$ cat src/rtl/dsd_pkg.sv
package dsd_pkg;

    typedef enum logic [2:0] {
        CK_NONE   = 3'd0,
        CK_READ   = 3'd1,
        CK_EWR    = 3'd2,
        CK_LWR    = 3'd3,
        CK_RONLY  = 3'd4,
        CK_CBR    = 3'd5,
        CK_HIDDEN = 3'd6,
        CK_ERR    = 3'd7
    } cyc_kind_e;

    typedef enum logic [1:0] {
        PH_IDLE = 2'd0,
        PH_ACT  = 2'd1,
        PH_IREF = 2'd2
    } phase_e;

endpackage

$ cat src/rtl/dsd_strobe_edge.sv
module dsd_strobe_edge #(
    parameter int W = 3
) (
    input  logic         clk,
    input  logic         rst_n,
    input  logic [W-1:0] pin_n,
    output logic [W-1:0] fall,
    output logic [W-1:0] rise
);
    logic [W-1:0] prev_d, prev_q;

    always_comb begin
        prev_d = pin_n;
    end

    always_ff @(posedge clk or negedge rst_n) begin
        if (!rst_n) prev_q <= '1;
        else        prev_q <= prev_d;
    end

    for (genvar i = 0; i < W; i++) begin : g_bit
        assign fall[i] =  prev_q[i] & ~pin_n[i];
        assign rise[i] = ~prev_q[i] &  pin_n[i];
    end

endmodule

$ cat src/rtl/dsd_rfsh_ctr.sv
module dsd_rfsh_ctr #(
    parameter int ROW_W = 12
) (
    input  logic             clk,
    input  logic             rst_n,
    input  logic             inc,
    output logic [ROW_W-1:0] cnt
);
    logic [ROW_W-1:0] cnt_d, cnt_q;

    always_comb begin
        cnt_d = cnt_q;
        if (inc) cnt_d = cnt_q + 1'b1;
    end

    always_ff @(posedge clk or negedge rst_n) begin
        if (!rst_n) cnt_q <= '0;
        else        cnt_q <= cnt_d;
    end

    assign cnt = cnt_q;

    a_r11_step: assert property (@(posedge clk) disable iff (!rst_n)
        inc |=> cnt == ROW_W'($past(cnt) + 1'b1));

    a_r11_hold: assert property (@(posedge clk) disable iff (!rst_n)
        !inc |=> $stable(cnt));

endmodule

$ cat src/rtl/dram_strobe_decoder.sv
module dram_strobe_decoder
    import dsd_pkg::*;
#(
    parameter int ROW_W = 12,
    parameter int COL_W = 10,
    parameter int DQ_W  = 4
) (
    input  logic             clk,
    input  logic             rst_n,
    input  logic             ras_n,
    input  logic             cas_n,
    input  logic             we_n,
    input  logic             oe_n,
    input  logic [ROW_W-1:0] addr,
    input  logic [DQ_W-1:0]  din,
    output logic             rpt_valid,
    output logic [2:0]       rpt_kind,
    output logic [ROW_W-1:0] row_addr,
    output logic [COL_W-1:0] col_addr,
    output logic             wr_stb,
    output logic [DQ_W-1:0]  wr_data,
    output logic             dq_oe
);
    localparam int NPIN  = 3;
    localparam int P_RAS = 0;
    localparam int P_CAS = 1;
    localparam int P_WE  = 2;

    typedef struct packed {
        phase_e           ph;
        cyc_kind_e        kind;
        logic             accessed;
        logic             hid;
        logic             rd_hold;
        logic             cas_early;
        logic             rpt_valid;
        cyc_kind_e        rpt_kind;
        logic [ROW_W-1:0] row;
        logic [COL_W-1:0] col;
        logic             wr_stb;
        logic [DQ_W-1:0]  wdata;
        logic             dq_oe;
    } st_t;

    st_t d, q;

    logic [NPIN-1:0]  fall, rise;
    logic             ras_fall, ras_rise, cas_fall, cas_rise, we_fall;
    logic             bump;
    logic [ROW_W-1:0] ref_row;

    dsd_strobe_edge #(.W(NPIN)) u_edge (
        .clk   (clk),
        .rst_n (rst_n),
        .pin_n ({we_n, cas_n, ras_n}),
        .fall  (fall),
        .rise  (rise)
    );

    dsd_rfsh_ctr #(.ROW_W(ROW_W)) u_ctr (
        .clk   (clk),
        .rst_n (rst_n),
        .inc   (bump),
        .cnt   (ref_row)
    );

    assign ras_fall = fall[P_RAS];
    assign ras_rise = rise[P_RAS];
    assign cas_fall = fall[P_CAS];
    assign cas_rise = rise[P_CAS];
    assign we_fall  = fall[P_WE];

    always_comb begin
        d           = q;
        d.rpt_valid = 1'b0;
        d.wr_stb    = 1'b0;
        bump        = 1'b0;

        // opening a row cycle: column strobe already low selects internal row
        if (ras_fall) begin
            d.cas_early = 1'b0;
            if (!cas_n && !cas_fall) begin
                d.ph  = PH_IREF;
                d.hid = q.rd_hold;
                d.row = ref_row;
            end else begin
                d.ph       = PH_ACT;
                d.row      = addr;
                d.accessed = 1'b0;
                d.kind     = CK_READ;
                d.hid      = 1'b0;
            end
        end else if (q.ph == PH_ACT) begin
            if (cas_fall) begin
                d.col      = addr[COL_W-1:0];
                d.accessed = 1'b1;
                if (!we_n) begin
                    d.kind    = CK_EWR;
                    d.wr_stb  = 1'b1;
                    d.wdata   = din;
                    d.rd_hold = 1'b0;
                end else begin
                    d.kind    = CK_READ;
                    d.rd_hold = 1'b1;
                end
            end else if (we_fall && !cas_n && q.accessed && q.kind == CK_READ) begin
                d.kind   = CK_LWR;
                d.wr_stb = 1'b1;
                d.wdata  = din;
            end
        end

        if (cas_rise) d.rd_hold = 1'b0;

        // column strobe dropped with no row cycle open
        if (cas_fall && ras_n && !ras_rise) d.cas_early = 1'b1;

        if (cas_rise && ras_n && q.cas_early) begin
            d.rpt_valid = 1'b1;
            d.rpt_kind  = CK_ERR;
            d.cas_early = 1'b0;
        end

        if (ras_rise && q.ph != PH_IDLE) begin
            d.rpt_valid = 1'b1;
            if (q.ph == PH_IREF) begin
                d.rpt_kind = q.hid ? CK_HIDDEN : CK_CBR;
                bump       = 1'b1;
            end else begin
                d.rpt_kind = q.accessed ? q.kind : CK_RONLY;
            end
            d.ph = PH_IDLE;
        end

        d.dq_oe = d.rd_hold && !cas_n && !oe_n;
    end

    always_ff @(posedge clk or negedge rst_n) begin
        if (!rst_n) begin
            q.ph        <= PH_IDLE;
            q.kind      <= CK_NONE;
            q.accessed  <= 1'b0;
            q.hid       <= 1'b0;
            q.rd_hold   <= 1'b0;
            q.cas_early <= 1'b0;
            q.rpt_valid <= 1'b0;
            q.rpt_kind  <= CK_NONE;
            q.row       <= '0;
            q.col       <= '0;
            q.wr_stb    <= 1'b0;
            q.wdata     <= '0;
            q.dq_oe     <= 1'b0;
        end else begin
            q <= d;
        end
    end

    assign rpt_valid = q.rpt_valid;
    assign rpt_kind  = q.rpt_kind;
    assign row_addr  = q.row;
    assign col_addr  = q.col;
    assign wr_stb    = q.wr_stb;
    assign wr_data   = q.wdata;
    assign dq_oe     = q.dq_oe;

    a_r6_drive_needs_pins: assert property (@(posedge clk) disable iff (!rst_n)
        dq_oe |-> $past(!cas_n && !oe_n));

    a_r4_write_in_row: assert property (@(posedge clk) disable iff (!rst_n)
        wr_stb |-> $past(!ras_n));

    a_r3_single_pulse: assert property (@(posedge clk) disable iff (!rst_n)
        rpt_valid |=> !rpt_valid);

    a_r12_err_ras_high: assert property (@(posedge clk) disable iff (!rst_n)
        (rpt_valid && rpt_kind == CK_ERR) |-> $past(ras_n));

    a_r7_ronly_no_drive: assert property (@(posedge clk) disable iff (!rst_n)
        (rpt_valid && rpt_kind == CK_RONLY) |-> !dq_oe);

endmodule

$ cat config.mk
export PLATFORM = sky130hd
export DESIGN_NAME = dram_strobe_decoder
export DESIGN_NICKNAME = d
export VERILOG_FILES = /design/src/rtl/dsd_pkg.sv /design/src/rtl/dsd_strobe_edge.sv /design/src/rtl/dsd_rfsh_ctr.sv /design/src/rtl/dram_strobe_decoder.sv
export SDC_FILE = /design/constraint.sdc
export NUM_CORES = 1
export LEC_CHECK = 0
export BUFFER_PORTS_ARGS = -buffer_cell sky130_fd_sc_hd__buf_2
export CORE_MARGIN = 10
export CORE_UTILIZATION = 40
export CTS_CLUSTER_DIAMETER = 50
export CTS_CLUSTER_SIZE = 14
export DETAILED_ROUTE_END_ITERATION = 10
export GPL_ROUTABILITY_DRIVEN = 1
export PLACE_DENSITY_LB_ADDON = 0.15
export SLEW_MARGIN = 20
export SYNTH_ARGS = -nofsm -noshare
export SYNTH_HDL_FRONTEND = slang
export SYNTH_HIERARCHICAL = 1
export SYNTH_SLANG_ARGS = --single-unit
$ cat constraint.sdc
create_clock -name clk -period 2 [get_ports clk]
set_input_delay 0.3 -clock clk [delete_from_list [all_inputs] [get_ports clk]]
set_output_delay 0.3 -clock clk [all_outputs]
set_load 0.05 [all_outputs]
==> results of run 1 <==
[registers in the layout, indices dropped and copies added (netlist names)]
register and flops:
q 8, u_ctr/cnt 12, row_addr 12, rpt_valid 1, col_addr 10, wr_data 4
wr_stb 1, u_edge/prev_q 3, dq_oe 1, rpt_kind 3
[worst register-to-register path, delay by kind of cell, from the launching register on]
| family | cells | cell delay (ns) |
|---|---|---|
| AOI/OAI and AO/OA | 1 | 0.45 |
| DFF | 1 | 0.52 |
| muxes | 1 | 0.38 |
| and+or+nand+nor | 2 | 0.33 |
[through the flow]
step	cells	setup slack [ns]	instance area, sq um
after floorplan	225	0.188	2620
after global placement	328	0.212	2820
after detailed placement	328	0.182	2820
after CTS	337	0.180	2910
after global routing	337	0.0793	2910
final	337	0.212	2910
[power by group]
group / internal (W) / leakage, nW / switching [W]
Sequential: 0.00132 / 0.669 / 0.000145
Clock: 0.000249 / 0.0385 / 0.000352
Combinational: 0.000332 / 0.683 / 0.000828
[layer usage]
metal  global-route usage [%]  part of all wire, %  up-vias
li1                         -                    -      821
met1                     12.7                   45      788
met2                     17.5                   49       29
met3                     2.81                  4.6        6
met4                     3.86                  1.4        0
met5                        0                    0        -
[area by class of cell]
type | count | area share (%)
inverters | 5 | 0.645
repair buffers | 65 | 12.7
clock inverters | 1 | 0.258
well taps | 77 | 3.31
flip-flops and latches | 55 | 47.4
clock buffers | 7 | 2.62
multi-input cells | 127 | 33.0
[timing repair]
item / in CTS / in global routing
gates resized for setup: 0 / 0
hold endpoints to repair: 19 / 0
hold buffers: 1 / 0
[worst max-delay path by stage]
stage	from	to	depth (start not counted)	slack (ns)
after CTS	u_edge/prev_q[2]	wr_data[1]	4	0.18
after global placement	cas_n	wr_data[2]	6	0.21
after floorplan	u_edge/prev_q[1]	wr_data[0]	5	0.19
after global routing	u_edge/prev_q[2]	wr_data[3]	4	0.08
after detailed placement	cas_n	wr_data[1]	6	0.18
final	u_edge/prev_q[2]	wr_data[1]	4	0.21
[cells in the final DEF, fill, tap and decap left out, types with 2 or more instances in the layout]
master and count:
a21oi_1 14, a2bb2oi_1 2, a31o_2 2, and3_1 2, buf_2 53, buf_4 10
clkbuf_1 2, clkbuf_8 5, dfrtp_1 52, dfstp_2 3, inv_1 5, mux2_2 15
mux2i_1 14, nand2_1 9, nand2b_1 2, nand3_1 5, nand3b_1 2, nand4_1 3
nor2_1 16, nor2b_1 4, nor3_1 4, o21a_1 2, o21ai_0 3, o32ai_1 2
xnor2_1 5, xor2_1 6
==> impl_results.md, run 1 <==
* Synth Cell Area at 0.00262 sq mm
* Max Fclk at about 560 MHz
* Layout fillers at between 500 and 600
* Final period util at 89.4%
* Cells traversed along the worst timing path: nor2b_1, nand4bb_1, a221oi_4, mux2_2
* Post-layout util at a little under half
* Pins Over Slew Limit at 0
* Startpoint types: register
* Clk Latency, worst-skew pair at ~0.31 ns
* Layout overhead on the synthesized area at 11.1%
* ANT cells at 0
* Critical path arrival at 1.98 ns
* Critical R2R Launch: u_edge/prev_q[2]
* CTS root buf: clkbuf_8
* RSZ-0062 raised after global routing: no
* 1st-pass router iterations at 4
* Worst hold stages at 1
* CP max FO at 6
* Initial DRC count at 72
* Syn Area/Cell at 11.6 sq um
* Vias per inst at ~4.9
* Vias at 1644
* Hold Path Class: input port to register
* Largest net degree at the start of global routing at 37
* H-Tree Depth at 2
* Hpwl dp at approximately 4 mm
* Crit-path leading delay family: flip-flops
* PD cells at 1110 mW/mm^2
* Buf/Inv on CP at 0
* R2R Setup Slk at 0.21 ns
* Multi-input gate area at ~960 sq um
* Tmin final at approximately 1.8 ns
* Input/output buffers at 53
* Final net count at ~280
* Crit. End Element: register
* Global-route wire length before repair at between 8 and 9 mm
* Slew @ Worst Pin at 0.588 ns
* Hold Crit Start: we_n
* Total core area at 0.00635 sq mm
* Post-Syn Nets at around 250
* Status: complete, no violations
* # IOs at 54
* Worst hold margin at between 0.1 and 0.15 ns
* Ys Warns at 6
* CP peak stage delay at 0.52 ns
* Worst VDD drop at 0.000514 V
* Cell count of the worst reg-to-reg path at 4
* Clock-pin transition on the worst setup and hold timing paths at 0.09 ns
* Clock buffer count from CTS at 5
* Final setup TNS at 0 ns
* Clock Skew at approximately 0.016 ns
* Placer congestion estimate at 0.767
* Critical Path RT at ~2.2 ns
* Die Y at 101 um
* CTS Sinks at 55
* Final Hold Vio Count at 0
* CTS tree: yes
* Share of layout cells above drive strength 1 at 37.3%
* Final wirelength at 5.18 mm
* Antenna violations before repair at 0
* DRC at 0
* Kind of critical path: register to register
* Cells after synthesis at 225
* Antenna-violating nets left at 0
* Seq. cell area at between 0.001 and 0.0015 sq mm
* Initial core utilization at 41.3%
* Max Root-Sink Buffers at 2
* Tot Pwr at between 0.003 and 0.004 W
* Die X at approximately 100 um
* DR WL/cell at 15.4 um
* Vias in the first global route at between 1.5k and 2k
* Congestion Overflow GR at 0
* Worst path slowest cell: dfstp_2
* Reg2Reg Capture Point: wr_data[1]
* Final setup vio count at 0
* Hold path endpoint: u_edge/prev_q[2]
* Number of buffers inserted by post-CTS setup repair at 0
* Row count at 29
* Relative slew slack at 60.4%
* Lkg Pwr at 1.39 nW
* All-layer global routing usage at around a tenth
* Max-Cap Viols at 0
* Die area at 0.0102 sq mm
Note: power is estimated with default switching activity, not from simulation.
==> run 2, diff against run 1 <==
--- a/config.mk
+++ b/config.mk
@@ -8,4 +8,7 @@
 export BUFFER_PORTS_ARGS = -buffer_cell sky130_fd_sc_hd__buf_2
+export CELL_PAD_IN_SITES_DETAIL_PLACEMENT = 1
+export CELL_PAD_IN_SITES_GLOBAL_PLACEMENT = 2
 export CORE_MARGIN = 10
-export CORE_UTILIZATION = 40
+export CORE_UTILIZATION = 37
+export CTS_BUF_LIST = sky130_fd_sc_hd__clkbuf_4
 export CTS_CLUSTER_DIAMETER = 50
==> constraint.sdc (replaced) <==
create_clock -name clk -period 2 [get_ports clk]
set_input_delay 0.1 -clock clk [delete_from_list [all_inputs] [get_ports clk]]
set_output_delay 0.1 -clock clk [all_outputs]
set_load 0.05 [all_outputs]
==> impl_results.md, run 2 (synthesis results as in run 1) <==
* DR WL/cell at 15.8 um (+2.6%)
* Tmin final at 1.89 ns (+0.0980 ns)
* PD cells at 1020 mW/mm^2 (-7.7%)
* Kind of critical path: register to register
* Vias at 1723 (+4.8%)
* Relative slew slack at 54.3% (-6.1 points)
* Critical R2R Launch: u_edge/prev_q[1]
* Die area at 0.0108 sq mm (+6.5%)
* DP Worst Slack at -0.0122 ns (-0.194 ns)
* Vias in the first global route at 1911 (+11%)
* Max Root-Sink Buffers at 2 (unchanged)
* Hpwl dp at 4.21 mm (+8.2%)
* Row count at 30 (+3.4%)
* Cell Area, Placed at 0.00283 sq mm (+0.58%)
* Clk Latency, worst-skew pair at 0.37 ns (+0.06 ns)
* CTS root buf: clkbuf_4
* # IOs at 54 (unchanged)
* CP peak stage delay at 0.56 ns (+0.04 ns)
* Initial DRC count at 42 (-42%)
* Final setup TNS at 0 ns (unchanged)
* Startpoint types: register
* Most frequent cells in the layout: buf_2 (53), dfrtp_1 (52), dlygate4sd3_1 (19)
* Clock Skew at 0.0127 ns (-0.00299 ns)
* Status: complete, no violations
* Final net count at 299 (+6.0%)
* Cells traversed along the worst timing path: nor2b_2, nand2_1, a221oi_4, mux2_2
* Buf/Inv on CP at 0 (unchanged)
* Layout overhead on the synthesized area at 17.7%
* Lkg Pwr at 1.45 nW (+4.2%)
* Die X at 104 um (+3.2%)
* Antenna-violating nets left at 0 (unchanged)
* CTS tree: yes
* Input/output buffers at 53 (unchanged)
* Initial core utilization at 38.4% (-2.9 points)
* Congestion Overflow GR at 0 (unchanged)
* Final setup vio count at 0 (unchanged)
* Final Worst Setup Slack at 0.114 ns (-0.0980 ns)
* RSZ-0062 raised after global routing: no
* Worst VDD drop at 0.000512 V (-0.29%)
* Critical path arrival at 2.17 ns (+0.19 ns)
* Fin area at 0.00308 sq mm (+5.9%)
* Crit path from: u_edge/prev_q[1]
* All-layer global routing usage at 11.3% (+0.75 points)
* Clock-pin transition on the worst setup and hold timing paths at 0.16 ns (+0.07 ns)
* Critical Path RT at 2.28 ns (+0.09 ns)
* Total core area at 0.00683 sq mm (+7.6%)
* Final wirelength at 5.89 mm (+14%)
* Worst path slowest cell: dfstp_2
* Pins Over Slew Limit at 0 (unchanged)
* Die Y at 104 um (+3.2%)
* Share of layout cells above drive strength 1 at 35.0% (-2.3 points)
* Antenna violations before repair at 0 (unchanged)
* Final Hold Vio Count at 0 (unchanged)
* Slew @ Worst Pin at 0.686 ns (+0.0981 ns)
* Global-route wire length before repair at 10.1 mm (+16%)
* Crit-path leading delay family: flip-flops
* Vias per inst at 4.62 (-5.3%)
* Largest net degree at the start of global routing at 56 (+51%)
* H-Tree Depth at 2 (unchanged)
* ANT cells at 0 (unchanged)
* Clock buffer count from CTS at 5 (unchanged)
* Tot Pwr at 0.00316 W (-2.3%)
* Final period util at 94.3% (+4.9 points)
* DRC at 0 (unchanged)
* Hold Crit Start: addr[10]
* Placer congestion estimate at 0.758 (-1.1%)
* Max Fclk at 530 MHz (-5.2%)
* 1st-pass router iterations at 4 (unchanged)
* CTS Sinks at 55 (unchanged)
* Crit. End Element: register
* CP max FO at 7 (+1)
* Max-Cap Viols at 0 (unchanged)
* Most common cell after layout, fill and taps aside: buf_2
* Layout fillers at 773 (+30%)
* Hold Path Class: input port to register
-- run 2: timing repair --
item	CTS	global route
gates resized for setup	1	1
gates cloned	0	0
hold buffers	19	0
setup endpoints to repair	4	14
buffers inserted	0	0
hold endpoints to repair	70	0
-- run 2: worst min-delay path: cells and delay by family --
| kind | cells | cell delay [ns] |
|---|---|---|
| AOI/OAI and AO/OA | 1 | 0.13 |
| muxes | 1 | 0.05 |
| buffers and inverters | 1 | 0.07 |
-- run 2: area by class of cell --
| type | instances | area (sq um) | share of cell area [%] |
|---|---|---|---|
| multi-input combinational | 127 | 968 | 31.4 |
| clock inverter | 3 | 15.0 | 0.487 |
| timing repair buffer | 82 | 543 | 17.6 |
| tap | 96 | 120 | 3.90 |
| sequential | 55 | 1380 | 44.8 |
| inverter | 5 | 18.8 | 0.609 |
| clock buffer | 5 | 37.5 | 1.22 |
-- run 2: power breakdown --
group	switching, W	internal (W)	leakage (nW)
registers	0.000157	0.00132	0.669
logic	0.000842	0.000355	0.753
clock network	0.000349	0.000130	0.0263
total	0.00135	0.00181	1.45
-- run 2: metrics by stage --
step | utilization [%] | instances | hold WS [ns]
floorplan | - | 225 | -0.196
global placement | 41.5 | 346 | 0.254
detailed placement | 41.5 | 346 | 0.254
CTS | 45.1 | 373 | 0.0135
global route | 45.1 | 373 | 0.00588
finish | 45.1 | 373 | 0.0215
-- run 2: worst paths after layout --
check                           endpoint  slack (ns)  cells past startpoint
max in group asynchronous   u_ctr/cnt[9]        1.17                      3
hold / removal              row_addr[10]        0.02                      3
setup / recovery              wr_data[0]        0.11                      4
min in group asynchronous    col_addr[3]        0.36                      3
setup reg to reg              wr_data[0]        0.11                      4
hold reg to reg            u_ctr/cnt[11]        0.48                      1
-- run 2: layer usage --
metal | GRT usage, % | up-vias | part of all wire, %
met5 | 0 | - | 0
met4 | 2.09 | 0 | 0.59
met3 | 3.59 | 2 | 4.3
met2 | 19.4 | 29 | 50
met1 | 13.5 | 842 | 45
li1 | - | 850 | -
==> run 3, diff against run 2 <==
BUFFER_PORTS_ARGS = -buffer_cell sky130_fd_sc_hd__buf_4   (was -buffer_cell sky130_fd_sc_hd__buf_2)
==> impl_results.md, run 3 (synthesis results as in run 1) <==
* Status: complete, no violations
* CTS tree: yes
* Final period util at 94.5% (+0.24 points)
* 1st-pass router iterations at 4 (unchanged)
* Post-layout util at 47.1% (+1.9 points)
* All-layer global routing usage at 11.8% (+0.48 points)
* Antenna-violating nets left at 0 (unchanged)
* Clock Skew at 0.0122 ns (-0.000493 ns)
* Vias per inst at 4.76 (+3.0%)
* Relative slew slack at 53.2% (-1.1 points)
* CTS root buf: clkbuf_4
* Row count at 30 (unchanged)
* Critical Path RT at 2.28 ns (about the same)
* R2R Setup Slk at 0.11 ns (about the same)
* Layout overhead on the synthesized area at 22.7%
* Largest net degree at the start of global routing at 56 (unchanged)
* Max-Cap Viols at 0 (unchanged)
* Worst path slowest cell: dfstp_2
* Worst hold margin at 0.00718 ns (-0.0143 ns)
* Antenna violations before repair at 0 (unchanged)
* CTS Sinks at 55 (unchanged)
* Crit path from: u_edge/prev_q[1]
* DR WL/cell at 16.2 um (+2.9%)
* Input/output buffers at 53 (unchanged)
* Tmin final at 1.89 ns (+0.00473 ns)
* Vias at 1775 (+3.0%)
* Cell count of the worst reg-to-reg path at 5 (+1)
* Hold Path Class: input port to register
* Critical R2R Launch: u_edge/prev_q[1]
* End point of the critical path: wr_data[1]
* H-Tree Depth at 2 (unchanged)
* Final setup TNS at 0 ns (unchanged)
* Clk Latency, worst-skew pair at 0.38 ns (about the same)
* Final setup vio count at 0 (unchanged)
* Final wirelength at 6.06 mm (+2.9%)
* PD cells at 1020 mW/mm^2 (about the same)
* Max Fclk at 529 MHz (-0.25%)
* Final net count at 299 (unchanged)
* # IOs at 54 (unchanged)
* Die X at 104 um (unchanged)
* Cells traversed along the worst timing path: nor2b_2, nand2_1, a221oi_4, buf_12, mux2_2
* Hpwl dp at 4.33 mm (+2.9%)
* CP peak stage delay at 0.56 ns (about the same)
* Tot Pwr at 0.00329 W (+4.2%)
* Max Root-Sink Buffers at 2 (unchanged)
* Cell Area, Placed at 0.00295 sq mm (+4.0%)
* Vias in the first global route at 1928 (+0.89%)
* Final Hold Vio Count at 0 (unchanged)
* ANT cells at 0 (unchanged)
* Layout fillers at 760 (-1.7%)
* Global-route wire length before repair at 10.5 mm (+4.2%)
* Reg2Reg Capture Point: wr_data[1]
* Lkg Pwr at 1.50 nW (+3.3%)
* Kind of critical path: register to register
* Initial core utilization at 38.4% (unchanged)
* DRC at 0 (unchanged)
* Worst VDD drop at 0.000479 V (-6.6%)
* Die area at 0.0108 sq mm (unchanged)
* Share of layout cells above drive strength 1 at 35.0% (unchanged)
* Clock-pin transition on the worst setup and hold timing paths at 0.16 ns (about the same)
* Die Y at 104 um (unchanged)
* CP max FO at 7 (unchanged)
* Fin area at 0.00322 sq mm (+4.3%)
* Initial DRC count at 60 (+43%)
* Slew @ Worst Pin at 0.703 ns (+0.0168 ns)
* Crit. End Element: register
* Total core area at 0.00683 sq mm (unchanged)
* Most frequent cells in the layout: buf_4 (62), dfrtp_1 (52), dlygate4sd3_1 (19)
* Placer congestion estimate at 0.788 (+3.9%)
* Critical path arrival at 2.17 ns (about the same)
* Congestion Overflow GR at 0 (unchanged)
* Startpoint types: register
* Most common cell after layout, fill and taps aside: buf_4
* RSZ-0062 raised after global routing: no
* Clock buffer count from CTS at 5 (unchanged)
* Pins Over Slew Limit at 0 (unchanged)
-- run 3: cell count changes in the layout (fill, tap and decap cells not counted) --
cell / change
buf_4: +53
clkinvlp_4: -1
clkbuf_4: +1
buf_2: -53
-- run 3: metal layers --
layer  wire (um)  vias up  track usage [%]
met2        3150       30             19.7
met5           0        -                0
li1            -      854                -
met4          63        0             2.98
met3         230        6             3.10
met1        2620      885             14.6
-- run 3: power breakdown --
part | switching, W | internal [W]
Sequential | 0.000163 | 0.00132
Combinational | 0.000847 | 0.000460
Clock | 0.000351 | 0.000145
Total | 0.00136 | 0.00193
-- run 3: what timing repair did --
| item | in CTS | in global routing |
|---|---|---|
| pin swaps | 0 | 1 |
| endpoints found under the hold margin | 70 | 0 |
| hold buffers | 19 | 0 |
| buffers inserted | 0 | 1 |
| endpoints found under the setup margin | 5 | 17 |
| resized for setup | 1 | 1 |
-- run 3: worst min path at each step --
stage                   from            to  slack, ns  cells after the start
floorplan              rst_n   col_addr[0]      -0.20                      0
global placement       rst_n     rpt_valid       0.21                      1
detailed placement     rst_n         q[34]       0.21                      1
CTS                 addr[10]  row_addr[10]      0.005                      3
global route        addr[10]  row_addr[10]      0.002                      3
finish              addr[10]  row_addr[10]      0.007                      3
-- run 3: layout make-up --
type / count / area (sq um) / share of cell area, %
clock inverter: 2 / 7.51 / 0.233
multi-input combinational: 127 / 968 / 30.1
inverter: 5 / 18.8 / 0.584
tap: 96 / 120 / 3.74
sequential: 55 / 1380 / 42.9
clock buffer: 6 / 45.0 / 1.40
timing repair buffer: 82 / 676 / 21.0
-- run 3: critical path, delay by kind of cell (launching register included) --
family          cells  cell delay (ns)
buf+inv             1             0.15
flops               1             0.56
mux                 1             0.32
compound gates      1             0.35
simple gates        2             0.40
-- run 3: per-stage QoR --
stage	worst slack, ns	std cells
4_1_cts	0.0212	372
3_5_place_dp	-0.0367	345
5_1_grt	0.0210	373
2_1_floorplan	0.188	225
3_3_place_gp	0.0278	345
6_report	0.109	373
